<file path="src/rtl/wpr_pkg.sv">
package wpr_pkg;

  typedef enum logic [2:0] {
    KIND_SIGNAL  = 3'd0,
    KIND_CONFIG  = 3'd1,
    KIND_IDENT   = 3'd2,
    KIND_CTRLERR = 3'd3,
    KIND_ENDPWR  = 3'd4,
    KIND_USER    = 3'd5
  } pkt_kind_e;

  typedef enum logic [1:0] {
    PH_SIGNAL = 2'd0,
    PH_CONFIG = 2'd1,
    PH_IDENT  = 2'd2,
    PH_RUN    = 2'd3
  } link_phase_e;

  // Strobes from the sequencer to the cell encoder.
  typedef struct packed {
    logic startCell;
    logic bitVal;
  } cell_cmd_t;

  localparam logic [7:0] ENDPWR_HEADER = 8'h02;
  localparam logic [3:0] LAST_FRAME_BIT = 4'd10;

  function automatic logic reasonLegal(input logic [7:0] code);
    return (code <= 8'h04) || ((code >= 8'h06) && (code <= 8'h08));
  endfunction

endpackage

</file>
<file path="src/rtl/wpr_cell_enc.sv">
module wpr_cell_enc
  import wpr_pkg::*;
#(
  parameter int HALF_CYCLES = 50000
) (
  input  logic      clk,
  input  logic      rstN,
  input  cell_cmd_t cmd,
  output logic      cellEnd,
  output logic      modOut
);

  localparam int CELL_CYCLES = 2 * HALF_CYCLES;
  localparam int CNT_W = (CELL_CYCLES > 2) ? $clog2(CELL_CYCLES) : 1;
  localparam logic [CNT_W-1:0] CNT_LAST = CNT_W'(CELL_CYCLES - 1);
  localparam logic [CNT_W-1:0] CNT_MID = CNT_W'(HALF_CYCLES - 1);

  logic             running;
  logic [CNT_W-1:0] cellCnt;
  logic             curBit;

  assign cellEnd = running && (cellCnt == CNT_LAST);

  always_ff @(posedge clk or negedge rstN) begin
    if (!rstN) begin
      running <= 1'b0;
      cellCnt <= '0;
      curBit  <= 1'b0;
      modOut  <= 1'b0;
    end else if (cmd.startCell) begin
      running <= 1'b1;
      cellCnt <= '0;
      curBit  <= cmd.bitVal;
      modOut  <= ~modOut;
    end else if (running) begin
      if (cellEnd) running <= 1'b0;
      else         cellCnt <= cellCnt + 1'b1;
      if (curBit && (cellCnt == CNT_MID)) modOut <= ~modOut;
    end
  end

  // the sequencer never cuts a cell short.
  assert_cell_whole_R2: assert property (@(posedge clk) disable iff (!rstN)
    cmd.startCell |-> (!running || cellEnd));

  // a cell that has just started holds its level on the next edge.
  assert_cell_hold_R2: assert property (@(posedge clk) disable iff (!rstN)
    (running && (cellCnt == '0) && !cmd.startCell && (HALF_CYCLES > 1)) |=> $stable(modOut));

endmodule

</file>
<file path="src/rtl/wpr_pkt_seq.sv">
module wpr_pkt_seq
  import wpr_pkg::*;
#(
  parameter int PREAMBLE_BITS = 11,
  parameter int MAX_MSG       = 4,
  parameter int LEN_W         = 3
) (
  input  logic                 clk,
  input  logic                 rstN,
  input  logic                 reqValid,
  input  logic [2:0]           reqKind,
  input  logic [7:0]           reqHeader,
  input  logic [LEN_W-1:0]     reqLen,
  input  logic [8*MAX_MSG-1:0] reqMsg,
  input  logic                 shutdownReq,
  input  logic [7:0]           shutdownReason,
  input  logic                 cellEnd,
  output cell_cmd_t            cmd,
  output logic                 busy,
  output logic                 done
);

  localparam int PRE_W  = $clog2(PREAMBLE_BITS + 1);
  localparam int BYTE_W = $clog2(MAX_MSG + 2);

  typedef enum logic [1:0] {ST_IDLE, ST_PRE, ST_BYTE} seq_state_e;

  seq_state_e           st;
  link_phase_e          phase;
  logic [7:0]           capHdr;
  logic [8*MAX_MSG-1:0] capMsg;
  logic [LEN_W-1:0]     capLen;
  logic                 capEpt;
  logic [PRE_W-1:0]     preCnt;
  logic [BYTE_W-1:0]    byteIdx;
  logic [3:0]           bitIdx;

  logic       kindOk, takeShut, takeReq, accept, newEpt, lastBit, nextBitVal;
  logic [7:0] rawReason, cleanReason, checkSum, curByte;
  logic [LEN_W-1:0] lenEff;

  function automatic logic frameBit(input logic [7:0] b, input logic [3:0] k);
    if (k == 4'd0)      return 1'b0;
    else if (k <= 4'd8) return b[3'(k - 4'd1)];
    else if (k == 4'd9) return ~^b;
    else                return 1'b1;
  endfunction

  // Admission of a new packet.
  always_comb begin
    case (pkt_kind_e'(reqKind))
      KIND_SIGNAL:             kindOk = (phase == PH_SIGNAL);
      KIND_CONFIG:             kindOk = (phase == PH_CONFIG);
      KIND_IDENT:              kindOk = (phase == PH_IDENT);
      KIND_CTRLERR, KIND_USER: kindOk = (phase == PH_RUN);
      KIND_ENDPWR:             kindOk = 1'b1;
      default:                 kindOk = 1'b0;
    endcase
    takeShut    = (st == ST_IDLE) && shutdownReq;
    takeReq     = (st == ST_IDLE) && !shutdownReq && reqValid && kindOk;
    accept      = takeShut || takeReq;
    newEpt      = takeShut || (pkt_kind_e'(reqKind) == KIND_ENDPWR);
    rawReason   = takeShut ? shutdownReason : reqMsg[7:0];
    cleanReason = reasonLegal(rawReason) ? rawReason : 8'h00;
    if (reqLen == '0)                   lenEff = LEN_W'(1);
    else if (int'(reqLen) > MAX_MSG)    lenEff = LEN_W'(MAX_MSG);
    else                                lenEff = reqLen;
  end

  // Byte currently on the wire and the checksum.
  always_comb begin
    checkSum = capHdr;
    for (int i = 0; i < MAX_MSG; i++)
      if (i < int'(capLen)) checkSum = checkSum ^ capMsg[8*i +: 8];
    curByte = checkSum;
    if (byteIdx == '0) curByte = capHdr;
    for (int i = 0; i < MAX_MSG; i++)
      if ((int'(byteIdx) == i + 1) && (i < int'(capLen))) curByte = capMsg[8*i +: 8];
  end

  always_comb begin
    lastBit = (st == ST_BYTE) && (bitIdx == LAST_FRAME_BIT) &&
              (int'(byteIdx) == int'(capLen) + 1);
    case (st)
      ST_PRE:  nextBitVal = (int'(preCnt) != PREAMBLE_BITS - 1);
      ST_BYTE: nextBitVal = (bitIdx == LAST_FRAME_BIT) ? 1'b0 : frameBit(curByte, bitIdx + 4'd1);
      default: nextBitVal = 1'b1;
    endcase
    cmd.startCell = accept || (cellEnd && !lastBit);
    cmd.bitVal    = accept ? 1'b1 : nextBitVal;
  end

  assign busy = (st != ST_IDLE);

  always_ff @(posedge clk or negedge rstN) begin
    if (!rstN) begin
      st      <= ST_IDLE;
      phase   <= PH_SIGNAL;
      capHdr  <= '0;
      capMsg  <= '0;
      capLen  <= LEN_W'(1);
      capEpt  <= 1'b0;
      preCnt  <= '0;
      byteIdx <= '0;
      bitIdx  <= '0;
      done    <= 1'b0;
    end else begin
      done <= 1'b0;
      if (accept) begin
        st     <= ST_PRE;
        preCnt <= '0;
        capEpt <= newEpt;
        capHdr <= newEpt ? ENDPWR_HEADER : reqHeader;
        capLen <= newEpt ? LEN_W'(1) : lenEff;
        capMsg <= newEpt ? (8*MAX_MSG)'(cleanReason) : reqMsg;
        if (newEpt)               phase <= PH_SIGNAL;
        else if (phase != PH_RUN) phase <= link_phase_e'(phase + 2'd1);
      end else if (cellEnd) begin
        case (st)
          ST_PRE: begin
            if (int'(preCnt) == PREAMBLE_BITS - 1) begin
              st      <= ST_BYTE;
              byteIdx <= '0;
              bitIdx  <= '0;
            end else begin
              preCnt <= preCnt + 1'b1;
            end
          end
          ST_BYTE: begin
            if (bitIdx == LAST_FRAME_BIT) begin
              if (lastBit) begin
                st   <= ST_IDLE;
                done <= 1'b1;
              end else begin
                byteIdx <= byteIdx + 1'b1;
                bitIdx  <= '0;
              end
            end else begin
              bitIdx <= bitIdx + 1'b1;
            end
          end
          default: ;
        endcase
      end
    end
  end

  assert_done_idle_R4: assert property (@(posedge clk) disable iff (!rstN)
    done |-> !busy);

  assert_fall_done_R4: assert property (@(posedge clk) disable iff (!rstN)
    $fell(busy) |-> done);

  assert_phase_step_R5: assert property (@(posedge clk) disable iff (!rstN)
    (phase != $past(phase)) |-> ((phase == link_phase_e'($past(phase) + 2'd1)) || (phase == PH_SIGNAL)));

  assert_reason_legal_R8: assert property (@(posedge clk) disable iff (!rstN)
    (busy && capEpt) |-> reasonLegal(capMsg[7:0]));

  assert_ept_frame_R9: assert property (@(posedge clk) disable iff (!rstN)
    (busy && capEpt) |-> ((capHdr == ENDPWR_HEADER) && (capLen == LEN_W'(1))));

  assert_frozen_R10: assert property (@(posedge clk) disable iff (!rstN)
    (busy && $past(busy)) |-> ($stable(capHdr) && $stable(capLen) && $stable(capMsg)));

  assert_len_range_R11: assert property (@(posedge clk) disable iff (!rstN)
    busy |-> ((capLen != '0) && (int'(capLen) <= MAX_MSG)));

endmodule

</file>
<file path="src/rtl/wpr_pkt_mod.sv">
module wpr_pkt_mod
  import wpr_pkg::*;
#(
  parameter int HALF_CYCLES   = 50000,
  parameter int PREAMBLE_BITS = 11,
  parameter int MAX_MSG       = 4,
  localparam int LEN_W        = $clog2(MAX_MSG + 1)
) (
  input  logic                 clk,
  input  logic                 rstN,
  input  logic                 reqValid,
  input  logic [2:0]           reqKind,
  input  logic [7:0]           reqHeader,
  input  logic [LEN_W-1:0]     reqLen,
  input  logic [8*MAX_MSG-1:0] reqMsg,
  input  logic                 shutdownReq,
  input  logic [7:0]           shutdownReason,
  output logic                 busy,
  output logic                 done,
  output logic                 modOut
);

  cell_cmd_t cellCmd;
  logic      cellEnd;

  wpr_pkt_seq #(
    .PREAMBLE_BITS(PREAMBLE_BITS),
    .MAX_MSG      (MAX_MSG),
    .LEN_W        (LEN_W)
  ) i_seq (
    .clk           (clk),
    .rstN          (rstN),
    .reqValid      (reqValid),
    .reqKind       (reqKind),
    .reqHeader     (reqHeader),
    .reqLen        (reqLen),
    .reqMsg        (reqMsg),
    .shutdownReq   (shutdownReq),
    .shutdownReason(shutdownReason),
    .cellEnd       (cellEnd),
    .cmd           (cellCmd),
    .busy          (busy),
    .done          (done)
  );

  wpr_cell_enc #(
    .HALF_CYCLES(HALF_CYCLES)
  ) i_enc (
    .clk    (clk),
    .rstN   (rstN),
    .cmd    (cellCmd),
    .cellEnd(cellEnd),
    .modOut (modOut)
  );

endmodule

</file>
<file path="config.mk">
export PLATFORM = sky130hd
export DESIGN_NAME = wpr_pkt_mod
export DESIGN_NICKNAME = d
export VERILOG_FILES = /design/src/rtl/wpr_pkg.sv /design/src/rtl/wpr_cell_enc.sv /design/src/rtl/wpr_pkt_seq.sv /design/src/rtl/wpr_pkt_mod.sv
export SDC_FILE = /design/constraint.sdc
export NUM_CORES = 1
export LEC_CHECK = 0
export BUFFER_PORTS_ARGS = -buffer_cell sky130_fd_sc_hd__buf_2
export CELL_PAD_IN_SITES_DETAIL_PLACEMENT = 1
export CELL_PAD_IN_SITES_GLOBAL_PLACEMENT = 1
export CORE_MARGIN = 2
export CORE_UTILIZATION = 40
export CTS_BUF_LIST = sky130_fd_sc_hd__clkbuf_4 sky130_fd_sc_hd__clkbuf_8
export DETAILED_ROUTE_END_ITERATION = 16
export PLACE_DENSITY_LB_ADDON = 0.1
export RECOVER_POWER = 100
export SETUP_SLACK_MARGIN = 0.05
export SLEW_MARGIN = 20
export SYNTH_ARGS = -nofsm -noshare
export SYNTH_HDL_FRONTEND = slang
export SYNTH_SLANG_ARGS = --single-unit
</file>
<file path="constraint.sdc">
create_clock -name clk -period 4.2 [get_ports clk]
set_clock_uncertainty 0.05 [all_clocks]
set_input_delay 0.63 -clock clk [delete_from_list [all_inputs] [get_ports clk]]
set_output_delay 0.63 -clock clk [all_outputs]
set_load 0.01 [all_outputs]
</file>
# [Yosys cells after proc, flatten, opt, wreduce, memory -nomap -nowiden]
# Cells that the tools add are included.
# Widths: inputs -> output; s select.
[op_classes] n_addsub=7 bitwise_logic=6 n_mux=59 eq_ne=31 n_reduce_logical=43 order_cmp=10
[op_table] op="$mux 8" count=12
[op_table] op="$mux 17" count=3
[op_table] op="$eq 4x32->1" count=1
[op_table] op="$mux 32" count=1
[op_table] op="$xor 8x8->8" count=4
[op_table] op="$mux 4" count=7
[op_table] op="$mux 3" count=6
[op_table] op="$add 17x1->17 const B" count=1
[op_table] op="$eq 17x16->1 const B" count=1
[op_table] op="$eq 17x17->1 const B" count=1
[op_table] op="$mux 1" count=17
[op_table] op="$eq 3x3->1 const B" count=5
[op_table] op="$logic_and 1x1->1" count=14
[op_table] op="$mux 2" count=7
[op_table] op="$reduce_bool 2->1" count=7
[op_table] op="$eq 4x4->1 const B" count=3
[op_table] op="$reduce_and 5->1" count=2
[op_table] op="$eq 3x2->1 const B" count=3
[op_table] op="$logic_not 3->1" count=3
[op_table] op="$add 4x1->4 const B" count=2
[op_table] op="$ge 8x3->1 const B" count=1
[op_table] op="$le 8x3->1 const B" count=1
[op_table] op="$le 8x4->1 const B" count=1
[op_table] op="$ne 2x2->1 const B" count=4
[op_table] op="34 further kinds" count=49
[totals] regBits=79 output_inout_bits=3 elab_cells=169 input_bits=58

# [Logic depth before layout (Yosys ltp)]
# Gate-level depths: netlist (run 1).
[depth] word_depth=20 depth_mapped=12 mapped_depth_nobuf=11

# [By module]
# Synthesis (run 1) repeated with hierarchy kept, for this count alone.
[unflattened] hier_cells=568 hier_area_um2=5286.3
[by_module_without_submodules] module="wpr_pkt_seq" area_per_inst_um2=4202.8 cells_each=458 n_inst=1
[by_module_without_submodules] module="wpr_cell_enc" area_per_inst_um2=1083.5 cells_each=110 n_inst=1

# [Worst setup path after synthesis (run 1)]
# No wires, ideal clock.
[synth_path] path_type="flip-flop to flip-flop" start="reg i_seq.byteIdx[0]" end="reg i_enc.curBit" stages_incl_launch_ff=13 synth_period_minus_slack_ps=2876 setup_slack_ps=1324 required_ps=4063 arrival_time_ps=2740 setup_ps=87 n_path_buf=1 cell_sequence="dfrtp_1 -> inv_1 -> ha_1 -> nor2b_1 -> buf_2 -> a21boi_0 -> or2b_1 -> o41a_1 -> a21oi_1 -> xnor2_1 -> xnor3_1 -> xnor2_1 -> a211oi_2"
[synth_via] elab_chain_cells=13 elab_cells_between_ends=28
[synth_rtl] item="start, declared" line="wpr_pkt_seq.sv:35" text="logic [BYTE_W-1:0] byteIdx;"
[synth_rtl] item="start signal, assigned" line="wpr_pkt_seq.sv:135" text="byteIdx <= byteIdx + 1'b1;"
[synth_rtl] item="$logic_not 3->1 or $eq 3x2->1 (tied branches)" line="wpr_pkt_seq.sv:76, wpr_pkt_seq.sv:78"
[synth_rtl] item="$mux 8 or $logic_and 1x1->1 (tied branches)" line="wpr_pkt_seq.sv:76, wpr_pkt_seq.sv:78"
[synth_rtl] item="$mux 8 (4 in a row)" line="wpr_pkt_seq.sv:78" text="if ((int'(byteIdx) == i + 1) && (i < int'(capLen))) curByte = capMsg[8*i +: 8];"
[synth_rtl] item="$bmux 1 s3 or $reduce_xnor 8->1 (tied branches)" line="wpr_pkt_seq.sv:44, wpr_pkt_seq.sv:45"
[synth_rtl] item="$mux 1 (on tied branches)" line="wpr_pkt_seq.sv:44, wpr_pkt_seq.sv:45"
[synth_rtl] item="$mux 1" line="wpr_pkt_seq.sv:44" text="else if (k <= 4'd8) return b[3'(k - 4'd1)];"
[synth_rtl] item="$mux 1" line="wpr_pkt_seq.sv:43" text="if (k == 4'd0) return 1'b0;"
[synth_rtl] item="$mux 1" line="wpr_pkt_seq.sv:86" text="ST_BYTE: nextBitVal = (bitIdx == LAST_FRAME_BIT) ? 1'b0 : frameBit(curByte, bitIdx + 4'd1);"
[synth_rtl] item="$pmux 1 s2" line="wpr_pkt_seq.sv:84" text="case (st)"
[synth_rtl] item="$mux 1" line="wpr_pkt_seq.sv:90" text="cmd.bitVal = accept ? 1'b1 : nextBitVal;"
[synth_rtl] item="end signal, assigned" line="wpr_cell_enc.sv:33" text="curBit <= cmd.bitVal;"
[synth_rtl] item="end, declared" line="wpr_cell_enc.sv:20" text="logic curBit;"
# Several ways; a longest one is shown, not always the timed one. The select of a mux whose other input is x is not followed.
# A chain may end at the register's enable or synchronous reset.

# [Final worst setup path (run 1)]
# Same ends and word-level chain as after synthesis.

==> results of run 1 <==
[flip-flops by register name (all words and copies together) (netlist names)]
register / count
i_enc.cellCnt: 17
i_enc.curBit: 1
i_enc.modOut: 1
i_enc.running: 1
i_seq.bitIdx: 4
i_seq.byteIdx: 3
i_seq.capHdr: 8
i_seq.capLen: 3
i_seq.capMsg: 32
i_seq.done: 1
i_seq.phase: 2
i_seq.preCnt: 4
i_seq.st: 2
[Yosys cell counts (all sizes together) (6+ instances only)]
cell / number
dfrtp: 78
nand2: 61
a22o: 40
nor2: 38
o21ai: 30
xnor2: 23
a21oi: 21
inv: 20
nand3: 18
xor2: 18
clkbuf: 17
ha: 17
and3: 14
buf: 13
mux2i: 11
o221ai: 11
nor3: 9
a31oi: 7
nor2b: 7
maj3: 6
[report_power, final]
group          internal (uW)  switching (uW)
Sequential               760               0
Clock                    325             293
Combinational           23.5            31.7
[stage by stage]
stage          setup slack (ns)  utilization  hold slack [ns]  cell area [um2]
2_1_floorplan             1.324            -           0.2844             5151
3_5_place_dp             0.5812       0.4422           0.4215             5580
4_1_cts                  0.5636       0.4594           0.4040             5797
3_3_place_gp             0.8032       0.4422           0.4111             5580
5_1_grt                 0.09077       0.4563           0.4046             5758
6_report                 0.4736       0.4563           0.4235             5758
[worst reg2reg max path, delay by kind of cell (launching register included)]
kind / cells / cell delay, ns
AOI/OAI and AO/OA: 4 / 1.16
buffers and inverters: 1 / 0.14
and+or+nand+nor: 2 / 0.95
xor gates and xnor gates: 3 / 0.68
adders and majority gates: 1 / 0.24
DFF: 1 / 0.45
[layout make-up]
cell class,count,area [um2],share of cell area
Clock buffer,12,165.2,0.02868
Clock inverter,4,51.30,0.008909
Inverter,20,75.07,0.01304
Multi-Input combinational cell,426,2930,0.5089
Sequential cell,79,1978,0.3435
Tap cell,172,215.2,0.03738
Timing Repair Buffer,68,342.8,0.05954
[logic make-up (layout without fill, tap and decap cells)]
kind of cell,after synthesis,in the layout,share of synthesized area
DFF,79,79,0.3840
xor gates and xnor gates,42,42,0.07408
adders and majority gates,23,23,0.05295
buffers and inverters,50,104,0.04566
AOI/OAI and AO/OA,156,156,0.2269
muxes,15,15,0.03231
and+or+nand+nor,190,190,0.1841
[path summary, 6_finish.rpt]
path                                                   start                           end  slack (ns)  cells after the start
worst max register to register  i_seq.byteIdx[0]$_DFFE_PN0P_      i_enc.curBit$_DFFE_PN0N_        0.47                     11
worst min-delay path                              reqMsg[21]  i_seq.capMsg[21]$_DFFE_PN0N_        0.42                      2
max in group asynchronous                               rstN          i_seq.done$_DFF_PN0_        2.10                      1
worst max-delay path            i_seq.byteIdx[0]$_DFFE_PN0P_      i_enc.curBit$_DFFE_PN0N_        0.47                     11
min in group asynchronous                               rstN  i_seq.capMsg[21]$_DFFE_PN0N_        0.74                      1
worst min register to register      i_enc.modOut$_DFFE_PN0P_      i_enc.modOut$_DFFE_PN0P_        0.44                      1
[layer usage]
| metal | wire length [um] | global-route usage | part of all wire | vias up |
|---|---|---|---|---|
| li1 | - | - | - | 2139 |
| met1 | 6879 | 0.3003 | 0.50 | 2202 |
| met2 | 6195 | 0.3198 | 0.45 | 76 |
| met3 | 532 | 0.04021 | 0.038 | 17 |
| met4 | 222 | 0.07078 | 0.016 | 0 |
| met5 | 0 | 0 | 0 | - |
==> results.json, run 1 <==
{
  "end_kind": "flop",
  "synthFlopType": "dfrtp_1",
  "grt_overflow": 0,
  "route.final.wire_length_um": 13830,
  "rsz0062_at_grt": "no",
  "grt_use_total": 0.2100,
  "violations": "capacitance limit, slew limit",
  "finalSetupViolCount": 0,
  "cts_root_buf": "clkbuf_8",
  "finalNonFillerCells": 781,
  "drive_gt1_frac": 0.1461,
  "dr.pass1.iters": 4,
  "yosysWarnings": 0,
  "slew_headroom": -0.3610,
  "tritoncts": "done",
  "synth.avg_cell_area_um2": 9.281,
  "min_path_type": "in2reg",
  "cp_max_fo": 10,
  "nNetsFinal": 679,
  "pwr_density_cell_nw_per_um2": 248.7,
  "area_growth_pct": 11.78,
  "cpPeakStageDelay_ns": 0.67,
  "die_y_um": 117.5,
  "grt_pass1_wl_um": 23520,
  "synth_edf_count": 0,
  "period_needed_ns": 3.726,
  "critical_path_class": "reg2reg",
  "final_common_cell": "dfrtp_1",
  "ys_seq_elements": 79,
  "synth_top_area_share": 0.3789,
  "syn_area_um2": 5151,
  "max_freq_mhz": 268.4,
  "irDropWorstVdd_uv": 128.6,
  "seq_area_frac_synth": 0.3840,
  "antenna_cells": 0,
  "final.fill_count": 1511,
  "mostFrequentLayoutCells": "78 x dfrtp_1, 61 x nand2_1, 56 x buf_2",
  "dp_hpwl_um": 10230,
  "die_area_um2": 13800,
  "worst_pin_slew_ns": 2.041,
  "route.detailed.drc": 0,
  "maxCapViolCount": 1,
  "drt_iter0_markers": 218,
  "critical_path_arrival_ns": 3.96,
  "num_rows": 41,
  "vias": 4434,
  "hold_viol": 0,
  "grt_pass1_vias": 4607,
  "numCtsBuffers": 9,
  "synthTopCellsByArea": "dfrtp_1 38%, a22o_1 6.8%, nand2_1 4.4%",
  "start_kind": "flop",
  "syn_inst": 555,
  "worstPathRequired_ns": 4.44,
  "via_per_inst": 5.677,
  "placed_cells": 765,
  "cpMostUsedCell": "xnor2_1",
  "fin_setup_tns_ns": 0,
  "synthArstFlopShare": 1.000,
  "htree_num_levels": 3,
  "antenna_left": 0,
  "core_region_area_um2": 12620,
  "io_pins": 61,
  "final-max-slew-violation-count": 80,
  "grt_max_degree": 80,
  "synth_cell_type_count": 67,
  "power_uw": 1432,
  "p_leak_uw": 0.002596,
  "globalplace.congestion": 0.8454,
  "syn_nets": 630,
  "clock-sinks": 79,
  "crit_chain": "inv_1, ha_1, nor2b_1, a21boi_0, or2b_1, o41a_1, a21oi_1, xnor2_1, xnor3_1, xnor2_1, a211oi_2",
  "path_buf_inv": 1,
  "cts.clk_slew.worst_paths_ns": 0.08,
  "min_period_over_period": 0.8872,
  "yosys.area.top_type": "dfrtp_1",
  "clk_latency_ns": 0.37,
  "start_util": 0.4082,
  "antenna_found_initial": 0,
  "clockBufferDepth": 2,
  "status": "finished, violations left",
  "postCtsSetupBuffers": 0,
  "chipWidth_um": 117.5,
  "io_buffers": 60,
  "cts_resized": 0,
  "cp_slowest_cell": "nor2b_1",
  "path_delay_family": "compound AO/OA/AOI/OAI gates",
  "wl_per_cell_um": 17.71,
  "cts_hold_buf": 0
}
(Power assumes the default switching activity.)
==> run 2, diff against run 1 <==
--- a/config.mk
+++ b/config.mk
@@ -14,6 +14,7 @@
 export DETAILED_ROUTE_END_ITERATION = 16
 export PLACE_DENSITY_LB_ADDON = 0.1
 export RECOVER_POWER = 100
+export REMOVE_ABC_BUFFERS = 1
 export SETUP_SLACK_MARGIN = 0.05
 export SLEW_MARGIN = 20
 export SYNTH_ARGS = -nofsm -noshare
==> results.json, run 2 (synthesized netlist as in run 1, its figures left out) <==
{
  "cts_root_buf": "clkbuf_8",
  "die_y_um": 117.5,
  "area_growth_pct": 11.42,
  "period_needed_ns": 3.707,
  "drt_iter0_markers": 195,
  "cts_resized": 0,
  "start_kind": "flop",
  "internal_power_uw": 1060,
  "p_sw_frac": 0.2237,
  "globalplace.congestion": 0.8722,
  "htree_num_levels": 3,
  "io_pins": 61,
  "drive_gt1_frac": 0.1475,
  "cts.clk_slew.worst_paths_ns": 0.08,
  "route.final.wire_length_um": 13890,
  "post-route-util": 0.4548,
  "clockBufferDepth": 2,
  "mostFrequentLayoutCells": "78 x dfrtp_1, 61 x nand2_1, 56 x buf_2",
  "chipWidth_um": 117.5,
  "vias": 4418,
  "antenna_left": 0,
  "nNetsFinal": 680,
  "worst_pin_slew_ns": 1.960,
  "critical_path_arrival_ns": 3.90,
  "cts_hold_buf": 0,
  "hold_viol": 0,
  "numCtsBuffers": 9,
  "largest_register": "i_seq.capMsg",
  "grt_max_degree": 80,
  "postCtsSetupBuffers": 0,
  "final-max-slew-violation-count": 80,
  "p_leak_uw": 0.002593,
  "worstPathRequired_ns": 4.40,
  "via_per_inst": 5.650,
  "reg_top3": "i_seq.capMsg: 32 flops, i_enc.cellCnt: 17 flops, i_seq.capHdr: 8 flops",
  "grt_use_total": 0.2110,
  "clock-sinks": 79,
  "max_freq_mhz": 269.7,
  "core_region_area_um2": 12620,
  "reg2regPathDepth": 10,
  "antenna_cells": 0,
  "violations": "capacitance limit, slew limit",
  "end_kind": "flop",
  "critical_path_class": "reg2reg",
  "grt_overflow": 0,
  "placed_cells": 766,
  "finish.instance_area_um2": 5739,
  "final.fill_count": 1514,
  "slew_headroom": -0.3068,
  "final_common_cell": "dfrtp_1",
  "route.detailed.drc": 0,
  "finalSetupViolCount": 0,
  "largest_register_ffs": 32,
  "dp_hpwl_um": 10260,
  "clk_latency_ns": 0.36,
  "start_util": 0.4082,
  "grt_pass1_wl_um": 23460,
  "irDropWorstVdd_uv": 134.7,
  "p_switching_uw": 305.5,
  "num_rows": 41,
  "status": "finished, violations left",
  "tritoncts": "done",
  "rsz0062_at_grt": "no",
  "cp_max_fo": 52,
  "die_area_um2": 13800,
  "seqPwrFrac": 0.557,
  "dpl_cell_area_um2": 5588,
  "whs_path_depth": 2,
  "combPwrFrac": 0.040,
  "dr.pass1.iters": 4,
  "wl_per_cell_um": 17.76,
  "io_buffers": 60,
  "grt_pass1_vias": 4511,
  "maxCapViolCount": 1,
  "min_path_type": "in2reg",
  "antenna_found_initial": 0,
  "pwr_density_cell_nw_per_um2": 237.9,
  "min_period_over_period": 0.8827,
  "finalNonFillerCells": 782,
  "p_clk_frac": 0.403
}
[run 2: power by group through the flow]
stage                     clock network (uW)  registers, uW  logic [uW]
after floorplan                            0            775        10.4
after global routing                     612            760        62.8
after global placement                     0            775        57.0
after detailed placement                   0            775        58.7
after CTS                                575            760        59.0
final                                    551            760        54.6
[run 2: area by class of cell]
class | instances | area (um2) | share of cell area
clock inverters | 3 | 15.01 | 0.002616
multi-input cells | 426 | 2930 | 0.5106
repair buffers | 69 | 346.6 | 0.06039
well taps | 172 | 215.2 | 0.03750
flip-flops and latches | 79 | 1978 | 0.3447
inverters | 20 | 75.07 | 0.01308
clock buffers | 13 | 178.9 | 0.03118
[run 2: critical path, stage by stage, from the launching register on]
cell	delay (ns)
dfrtp_1	0.46
inv_1	0.07
ha_1	0.19
nor2b_1	0.12
a2111oi_0	0.41
nor3_1	0.19
a21oi_4	0.16
clkbuf_2	0.81
o21ai_0	0.20
clkbuf_1	0.44
o41ai_1	0.48
[run 2: per-layer routing]
| layer | vias up | track usage | part of all wire | wire [um] |
|---|---|---|---|---|
| met5 | - | 0 | 0 | 0 |
| met4 | 0 | 0.05648 | 0.013 | 183 |
| met3 | 16 | 0.03924 | 0.042 | 579 |
| met2 | 83 | 0.3363 | 0.46 | 6367 |
| met1 | 2189 | 0.2958 | 0.49 | 6758 |
| li1 | 2130 | - | - | - |
[run 2: stage by stage]
stage | power (uW) | setup slack [ns] | hold WS [ns] | setup TNS, ns
after floorplan | 785.7 | -0.5415 | 0.2844 | -6.822
after global placement | 832.0 | 0.7518 | 0.4108 | 0
after detailed placement | 833.8 | 0.5771 | 0.4170 | 0
after CTS | 1394 | 0.5493 | 0.4065 | 0
after global routing | 1435 | 0.1231 | 0.4160 | 0
final | 1365 | 0.4926 | 0.4308 | 0
[run 2: path summary, 6_finish.rpt]
| path | slack (ns) | endpoint | startpoint |
|---|---|---|---|
| max | 0.49 | i_enc.cellCnt[6]$_DFFE_PN0P_ | i_seq.phase[0]$_DFFE_PN0P_ |
| min in group asynchronous | 0.77 | i_seq.capMsg[3]$_DFFE_PN0N_ | rstN |
| max reg2reg | 0.49 | i_enc.cellCnt[6]$_DFFE_PN0P_ | i_seq.phase[0]$_DFFE_PN0P_ |
| min reg2reg | 0.44 | i_enc.modOut$_DFFE_PN0P_ | i_enc.modOut$_DFFE_PN0P_ |
| min | 0.43 | i_seq.capMsg[24]$_DFFE_PN0N_ | reqMsg[24] |
| max in group asynchronous | 2.18 | i_seq.st[0]$_DFFE_PN0P_ | rstN |
